`config.mk`:
```
export PLATFORM = sky130hd
export DESIGN_NAME = crl_unit
export DESIGN_NICKNAME = d
export VERILOG_FILES = /design/src/rtl/crl_pkg.sv /design/src/rtl/crl_field_pick.sv /design/src/rtl/crl_lane_eval.sv /design/src/rtl/crl_field_merge.sv /design/src/rtl/crl_unit.sv
export SDC_FILE = /design/constraint.sdc
export NUM_CORES = 1
export LEC_CHECK = 0
export ABC_AREA = 1
export BUFFER_PORTS_ARGS = -buffer_cell sky130_fd_sc_hd__buf_2
export CORE_MARGIN = 2
export CORE_UTILIZATION = 30
export DETAILED_ROUTE_END_ITERATION = 10
export HOLD_SLACK_MARGIN = 0.03
export PLACE_DENSITY = 0.51
export SLEW_MARGIN = 10
export SYNTH_ARGS = -nofsm -noshare
export SYNTH_HDL_FRONTEND = slang
export SYNTH_SLANG_ARGS = --single-unit
```
`constraint.sdc`:
```
create_clock -name clk -period 2.2 [get_ports clk]
set_input_delay 0.11 -clock clk [delete_from_list [all_inputs] [get_ports clk]]
set_output_delay 0.11 -clock clk [all_outputs]
set_load 0.01 [all_outputs]
```
`src/rtl/crl_pkg.sv`:
```
package crl_pkg;
   typedef enum logic {
      CRL_OP_TERN = 1'b0,
      CRL_OP_BIN  = 1'b1
   } crl_op_e;

   localparam int CRL_TERN_TBL_W = 8;
   localparam int CRL_BIN_TBL_W  = 4;
endpackage

```
`src/rtl/crl_field_pick.sv`:
```
module crl_field_pick #(
   parameter int FIELD_W    = 4,
   parameter int NUM_FIELDS = 8,
   localparam int CR_W      = FIELD_W * NUM_FIELDS,
   localparam int SEL_W     = $clog2(NUM_FIELDS)
) (
   input  logic [CR_W-1:0]    cr_i,
   input  logic [SEL_W-1:0]   sel_i,
   output logic [FIELD_W-1:0] field_o
);
   logic [FIELD_W-1:0] fields [NUM_FIELDS];

   // field 0 sits at the most significant end of the register
   for (genvar g = 0; g < NUM_FIELDS; g++) begin : g_slice
      assign fields[g] = cr_i[CR_W-1-FIELD_W*g -: FIELD_W];
   end

   assign field_o = fields[sel_i];
endmodule

```
`src/rtl/crl_lane_eval.sv`:
```
module crl_lane_eval
   import crl_pkg::*;
(
   input  logic                      dst_b_i,
   input  logic                      srca_b_i,
   input  logic                      srcb_b_i,
   input  crl_op_e                   op_i,
   input  logic [CRL_TERN_TBL_W-1:0] imm_i,
   input  logic [CRL_BIN_TBL_W-1:0]  tbl_i,
   output logic                      res_b_o
);
   logic [2:0] tern_idx;
   logic [1:0] bin_idx;

   assign tern_idx = {dst_b_i, srca_b_i, srcb_b_i};
   assign bin_idx  = {dst_b_i, srca_b_i};

   always_comb begin
      unique case (op_i)
         CRL_OP_BIN:  res_b_o = tbl_i[bin_idx];
         default:     res_b_o = imm_i[tern_idx];
      endcase
   end
endmodule

```
`src/rtl/crl_field_merge.sv`:
```
module crl_field_merge #(
   parameter int FIELD_W    = 4,
   parameter int NUM_FIELDS = 8,
   localparam int CR_W      = FIELD_W * NUM_FIELDS,
   localparam int SEL_W     = $clog2(NUM_FIELDS)
) (
   input  logic [CR_W-1:0]    cr_i,
   input  logic [SEL_W-1:0]   dst_sel_i,
   input  logic [FIELD_W-1:0] new_field_i,
   input  logic [FIELD_W-1:0] mask_i,
   output logic [CR_W-1:0]    cr_o
);
   for (genvar g = 0; g < NUM_FIELDS; g++) begin : g_fld
      logic [FIELD_W-1:0] old_f;
      logic               hit;
      assign old_f = cr_i[CR_W-1-FIELD_W*g -: FIELD_W];
      assign hit   = (dst_sel_i == SEL_W'(g));
      assign cr_o[CR_W-1-FIELD_W*g -: FIELD_W] =
         hit ? ((new_field_i & mask_i) | (old_f & ~mask_i)) : old_f;
   end
endmodule

```
`src/rtl/crl_unit.sv`:
```
module crl_unit
   import crl_pkg::*;
#(
   parameter int FIELD_W    = 4,
   parameter int NUM_FIELDS = 8,
   localparam int CR_W      = FIELD_W * NUM_FIELDS,
   localparam int SEL_W     = $clog2(NUM_FIELDS)
) (
   input  logic                      clk,
   input  logic                      rst,
   input  logic                      valid_i,
   input  logic                      op_i,
   input  logic [SEL_W-1:0]          dst_sel_i,
   input  logic [SEL_W-1:0]          srca_sel_i,
   input  logic [SEL_W-1:0]          srcb_sel_i,
   input  logic [FIELD_W-1:0]        mask_i,
   input  logic [CRL_TERN_TBL_W-1:0] imm_i,
   input  logic [CR_W-1:0]           cr_i,
   output logic [CR_W-1:0]           cr_o
);
   // elaboration-time parameter checks
   if (FIELD_W < CRL_BIN_TBL_W) begin : g_bad_field_w
      $error("crl_unit: FIELD_W must hold a binary truth table");
   end
   if ((1 << SEL_W) != NUM_FIELDS || NUM_FIELDS < 2) begin : g_bad_num_fields
      $error("crl_unit: NUM_FIELDS must be a power of two >= 2");
   end

   logic [FIELD_W-1:0] dst_f, srca_f, srcb_f, res_f;
   logic [CR_W-1:0]    cr_next, cr_q;
   crl_op_e            op_sel;

   assign op_sel = crl_op_e'(op_i);

   crl_field_pick #(.FIELD_W(FIELD_W), .NUM_FIELDS(NUM_FIELDS)) u_pick_dst (
      .cr_i(cr_i), .sel_i(dst_sel_i), .field_o(dst_f));
   crl_field_pick #(.FIELD_W(FIELD_W), .NUM_FIELDS(NUM_FIELDS)) u_pick_srca (
      .cr_i(cr_i), .sel_i(srca_sel_i), .field_o(srca_f));
   crl_field_pick #(.FIELD_W(FIELD_W), .NUM_FIELDS(NUM_FIELDS)) u_pick_srcb (
      .cr_i(cr_i), .sel_i(srcb_sel_i), .field_o(srcb_f));

   for (genvar k = 0; k < FIELD_W; k++) begin : g_lane
      crl_lane_eval u_lane (
         .dst_b_i (dst_f[k]),
         .srca_b_i(srca_f[k]),
         .srcb_b_i(srcb_f[k]),
         .op_i    (op_sel),
         .imm_i   (imm_i),
         .tbl_i   (srcb_f[CRL_BIN_TBL_W-1:0]),
         .res_b_o (res_f[k])
      );
   end

   crl_field_merge #(.FIELD_W(FIELD_W), .NUM_FIELDS(NUM_FIELDS)) u_merge (
      .cr_i       (cr_i),
      .dst_sel_i  (dst_sel_i),
      .new_field_i(res_f),
      .mask_i     (mask_i),
      .cr_o       (cr_next)
   );

   always_ff @(posedge clk) begin
      if (rst)          cr_q <= '0;
      else if (valid_i) cr_q <= cr_next;
   end

   assign cr_o = cr_q;

   // checker-side masks built from ports by shifting, not from the merge path
   logic [CR_W-1:0] chk_fld_span, chk_wr_span;
   assign chk_fld_span = {{FIELD_W{1'b1}}, {(CR_W-FIELD_W){1'b0}}} >> (FIELD_W * int'(dst_sel_i));
   assign chk_wr_span  = {mask_i, {(CR_W-FIELD_W){1'b0}}} >> (FIELD_W * int'(dst_sel_i));


   reset_clear_chk: assert property (@(posedge clk) rst |=> cr_q == '0);


   idle_hold_chk: assert property (@(posedge clk) disable iff (rst)
      !valid_i |=> $stable(cr_q));


   other_fields_kept_chk: assert property (@(posedge clk) disable iff (rst)
      valid_i |=> ((cr_q ^ $past(cr_i)) & ~$past(chk_fld_span)) == '0);


   masked_bits_kept_chk: assert property (@(posedge clk) disable iff (rst)
      valid_i |=> ((cr_q ^ $past(cr_i)) & ~$past(chk_wr_span)) == '0);


   zero_mask_pass_chk: assert property (@(posedge clk) disable iff (rst)
      (valid_i && mask_i == '0) |=> cr_q == $past(cr_i));
endmodule

```
### Word level (Yosys, flattened, before mapping)

Cells that the tools add are included.

| storage, ports and cells | value |
|---|---|
| output and inout port bits | 32 |
| register bits after elaboration | 32 |

| cells by class | value |
|---|---|
| multiplexer cells | 37 |
| bitwise logic cells | 21 |
| equality and inequality tests | 7 |
| magnitude comparators | 11 |
| reductions and logical operators | 1 |

Operators by type and width:

| operator | count |
|---|---|
| 4-bit two-way mux | 14 |
| 4-bit bitwise AND | 9 |
| 4-bit binary-select mux with 3-bit select | 3 |
| 4-bit OR | 8 |
| 3-bit by 4-bit < comparator with 1-bit output (second input constant) | 4 |
| 1-bit binary-select mux with 3-bit select | 4 |
| 3-bit equality test (second input constant) | 4 |
| 4-bit >= comparator (second input constant) | 3 |
| 2-bit by 3-bit < comparator with 1-bit output (second input constant) | 4 |
| 1-bit two-way mux | 12 |
| 3-bit NOT with 4-bit output | 3 |
| 1-bit binary-select mux with 2-bit select | 4 |
| 3-bit by 2-bit equality test with 1-bit output (second input constant) | 2 |
| 4-bit NOT | 1 |
| 3-bit by 1-bit equality test with 1-bit output (second input constant) | 1 |
| 3-bit zero test | 1 |

### Logic depth before layout (Yosys ltp)

| depth | value |
|---|---|
| word-level depth | 10 |
| depth in mapped cells | 15 |
| mapped depth without buffers | 14 |

### Cells and area by module

Synthesis repeated with hierarchy kept, for this count alone.

| unflattened totals | value |
|---|---|
| cell total of the unflattened synthesis | 852 |
| area total of the unflattened synthesis | 3995.1 um^2 |

By module, submodules not included:

| module | times used | cells each | area an instance (um^2) |
|---|---|---|---|
| crl_unit | 1 | 203 | 1338.8 |
| crl_field_pick | 3 | 107 | 444.2 |
| crl_field_merge | 1 | 192 | 768.2 |
| crl_lane_eval | 4 | 34 | 138.9 |

### Worst setup path before layout

No wires, ideal clock.

| timing | value |
|---|---|
| kind | input port to flip-flop |
| start point | in srcb_sel_i[0] |
| end point | reg cr_q[27], in the netlist cr_o[27] |
| required time | 2.057 ns |
| buffers on the path | 2 |
| library setup time | 0.143 ns |
| setup slack | 0.798 ns |
| stages on the path | 14 |
| data arrival time | 1.259 ns |
| cells stage by stage | buf_6 > inv_8 > buf_12 > nand2_2 > nand3_1 > nand3_2 > nand2_4 > nand2_1 > nand3_1 > nand3_2 > nand3_4 > nand3_1 > nand2_1 > a21oi_2 |

| between the ends | value |
|---|---|
| longest elaborated chain between the ends | 10 |
| elaborated cells on any way between the ends | 12 |

Ends and longest elaborated chain:

| element | RTL line | text |
|---|---|---|
| start: declaration | crl_unit.sv:15 | `input logic [SEL_W-1:0] srcb_sel_i,` |
| 3-bit NOT with 4-bit output (implied by the code) (*) | crl_field_pick.sv:18 | `assign field_o = fields[sel_i];` |
| 4-bit binary-select mux with 3-bit select (*) | crl_field_pick.sv:18 |  |
| 4-bit two-way mux (implied by the code) (*) (2 in series) | crl_field_pick.sv:18 |  |
| 1-bit binary-select mux with 3-bit select / 1-bit binary-select mux with 2-bit select (equally long branches) | crl_lane_eval.sv:21, crl_lane_eval.sv:20 |  |
| 1-bit two-way mux, on equally long branches | crl_lane_eval.sv:21, crl_lane_eval.sv:20 |  |
| 1-bit two-way mux (*) | crl_lane_eval.sv:19 | `unique case (op_i)` |
| 4-bit bitwise AND (*) | crl_field_merge.sv:19 | `hit ? ((new_field_i & mask_i) \| (old_f & ~mask_i)) : old_f;` |
| 4-bit OR (*) | crl_field_merge.sv:19 |  |
| 4-bit two-way mux (*) | crl_field_merge.sv:19 |  |
| end signal: assignment | crl_unit.sv:64 | `else if (valid_i) cr_q <= cr_next;` |
| end: declaration | crl_unit.sv:30 | `logic [CR_W-1:0] cr_next, cr_q;` |

Every way passes the cells marked *; elsewhere a longest branch is shown, timed or not. The select of a mux whose other input is x is not followed.
A chain may end at the register's enable or synchronous reset.

### Worst setup path in the final report

| timing | value |
|---|---|
| start point | in srca_sel_i[0] |
| end point | reg cr_q[10], in the netlist cr_o[10] |

| between the ends | value |
|---|---|
| longest elaborated chain between the ends | 10 |
| elaborated cells on any way between the ends | 12 |

Ends and longest elaborated chain:

| element | RTL line | text |
|---|---|---|
| start: declaration | crl_unit.sv:14 | `input logic [SEL_W-1:0] srca_sel_i,` |
| 3-bit NOT with 4-bit output (implied by the code) (*) | crl_field_pick.sv:18 |  |
| 4-bit binary-select mux with 3-bit select (*) | crl_field_pick.sv:18 |  |
| 4-bit two-way mux (implied by the code) (*) (2 in series) | crl_field_pick.sv:18 |  |
| 1-bit binary-select mux with 3-bit select / 1-bit binary-select mux with 2-bit select (equally long branches) | crl_lane_eval.sv:21, crl_lane_eval.sv:20 |  |
| 1-bit two-way mux, on equally long branches | crl_lane_eval.sv:21, crl_lane_eval.sv:20 |  |
| 1-bit two-way mux (*) | crl_lane_eval.sv:19 |  |
| 4-bit bitwise AND (*) | crl_field_merge.sv:19 |  |
| 4-bit OR (*) | crl_field_merge.sv:19 |  |
| 4-bit two-way mux (*) | crl_field_merge.sv:19 |  |

Marks and branches as above.

==> results.toml <==
[route]
wl_per_cell_microns = 18.4
antenna_left = 0
via_count = 4273
drt-pass1-iter-count = 5
routed_wl_mm = 15.1
vias_per_cell = 5.22
drc = 0
drt_iter0_drc = 385

[clocking]
cts_max_level = 2
clk_pin_slew_ns = 0.06
cts.repair.resized = 0
post_cts_buffers = 0
cts_root_buffer = "clkbuf_16"
cts_buffers = 5
clk_latency_ns = 0.28
clockBufferDepth = 2
cts_tree = "done"
clkSinkCount = 32
ctsHoldBuffers = 0

[timing]
slew_headroom = 0.387
report.final.setup_viol = 0
timing.hold.ws_ns = 0.225
clock.fmax_mhz = 537
worst_pin_slew_ns = 0.919
fin_skew_ns = 0
finalSetupTns_ns = 0
layout_min_cycle_time_ns = 1.86
fin_crit_sh = 0.846
rsz0062_at_grt = "false"
maxSlewViolCount = 0
setup_ws_ns = 0.339
finalHoldViolCount = 0

[floorplanning]
rows = 39
die_x_microns = 113
start_util = 0.310
core_area_sq_um = 11500
die_area_sq_um = 12700
io_pins = 89
die_h_microns = 113

[cells_and_area]
final_cell_mix = "nand2_1 (195), nand3_1 (100), buf_2 (88), nor2_1 (59), inv_1 (51)"
multiInputGateArea_sq_um = 2540
syn_to_final_growth_pct = 19.1
largest_register_ffs = 32
drive_gt1_frac = 0.283
nets = 732
final-seq-area_sq_um = 641
diodes = 0
final_common_cell = "nand2_1"
final_area_sq_um = 4230
fillers = 1275

[synthesis]
netlist_instances = 594
syn_area_per_cell_sq_um = 5.98
syn_area_sq_um = 3550
ys_seq_area_frac = 0.180
ys_ff_latch = 32
synth.yosys.warnings = 0
synth_nets = 651
ys_types = 26

[setup_path]
reg2regPathDepth = 2
r2r-end = "cr_o[6]$_SDFFE_PP0P_"
timing.rr.start = "cr_o[6]$_SDFFE_PP0P_"
arrival_ns = 2.06
endpoint_kind = "flop"
cp_max_fo = 22
required_ns = 2.40
r2r_slack_ns = 1.53
path_class = "input pin to flop"
cp-start-kind = "input pin"

[min_path]
hold_path_end = "cr_o[18]$_SDFFE_PP0P_"
worstHoldStart = "cr_i[18]"
min-delay-path-class = "input pin to flop"
hold_path_depth = 4

[global_route]
grt_pass1_wl_mm = 23.3
track_usage = 0.234
overflow = 0
grt_antenna_before_repair = 0
grt_start_max_net_pins = 45
grt_pass1_vias = 4114

[power]
power_density_nw_per_um2 = 522
peakVddDrop_uv = 331
finalPower_w = 0.00221
leakagePower_nw = 2.08

[job]
cap_violations = 0

[placement]
place_congestion = 0.925
numPortBuffers = 88
place_area_sq_um = 4080
dp_slack_ns = 0.0896
dp.final_hpwl_mm = 12.0

[outcome]
outcome = "completed"
-- how the worst max path moves through the flow --
stage | to | slack (ns) | depth (start not counted) | from
after floorplan | cr_o[27]$_SDFFE_PP0P_ | 0.80 | 14 | srcb_sel_i[0]
after global routing | cr_o[10]$_SDFFE_PP0P_ | 0.11 | 12 | srca_sel_i[0]
after CTS | cr_o[10]$_SDFFE_PP0P_ | 0.38 | 12 | srca_sel_i[0]
after global placement | cr_o[10]$_SDFFE_PP0P_ | 0.09 | 13 | srcb_sel_i[0]
final | cr_o[10]$_SDFFE_PP0P_ | 0.34 | 12 | srca_sel_i[0]
after detailed placement | cr_o[10]$_SDFFE_PP0P_ | 0.09 | 12 | srca_sel_i[0]
-- cells in the mapped netlist --
master	number	area (sq um)
a21oi_1	2	10.0
a21oi_2	30	263
a22oi_1	15	113
buf_12	1	20.0
buf_2	2	10.0
buf_4	2	15.0
buf_6	4	45.0
clkbuf_1	10	37.5
clkinv_1	2	7.51
dfxtp_1	32	641
inv_1	51	191
inv_2	9	33.8
inv_8	1	11.3
nand2_1	195	732
nand2_2	12	75.1
nand2_4	4	45.0
nand3_1	100	500
nand3_2	23	230
nand3_4	3	52.6
nor2_1	59	221
nor2_2	2	12.5
o211ai_1	3	22.5
o211ai_2	7	87.6
o21a_1	20	150
o21ai_0	1	5.00
o21ai_1	4	20.0
-- per-stage QoR --
step,util,cells
CTS,0.369,819
detailed placement,0.356,811
global placement,0.356,811
finish,0.369,819
global route,0.369,819
floorplan,-,594
-- kinds of logic (layout without fill, tap and decap cells) --
| kind of cell | count (synthesis) | in the layout | synth area share |
|---|---|---|---|
| flip-flops | 32 | 32 | 0.180 |
| AND/OR/NAND/NOR | 398 | 398 | 0.526 |
| AO/OA/AOI/OAI | 82 | 82 | 0.189 |
| buffers and inverters | 82 | 164 | 0.105 |
-- power by group --
| part | internal (W) | total (W) | switching (W) |
|---|---|---|---|
| Sequential | 0.000616 | 0.000635 | 0.0000191 |
| Combinational | 0.000271 | 0.000861 | 0.000590 |
| Clock | 0.000451 | 0.000714 | 0.000263 |
-- routing by layer --
layer | track usage | routed length (microns) | vias up
met5 | 0 | 0 | -
met4 | 0.0602 | 261 | 0
met3 | 0.0332 | 964 | 17
met2 | 0.385 | 6910 | 163
met1 | 0.323 | 6950 | 1986
li1 | - | - | 2107
-- worst max-delay path, cell delays in order --
cell and delay (ns):
buf_2 0.35, buf_4 0.22, nand2_1 0.07, o211ai_2 0.09
nand3_1 0.10, nand2_1 0.20, nand3_1 0.11, nand3_1 0.10
nand3_2 0.30, nand3_1 0.20, nand2_1 0.08, a21oi_2 0.10
-- area by class of cell --
cell class                      instances  area share
Multi-Input combinational cell        480       0.600
Sequential cell                        32       0.151
Timing Repair Buffer                   93       0.113
Inverter                               63      0.0577
Tap cell                              143      0.0423
Clock buffer                            7      0.0337
Clock inverter                          1     0.00177
Note: power is estimated with default switching activity, not from simulation.
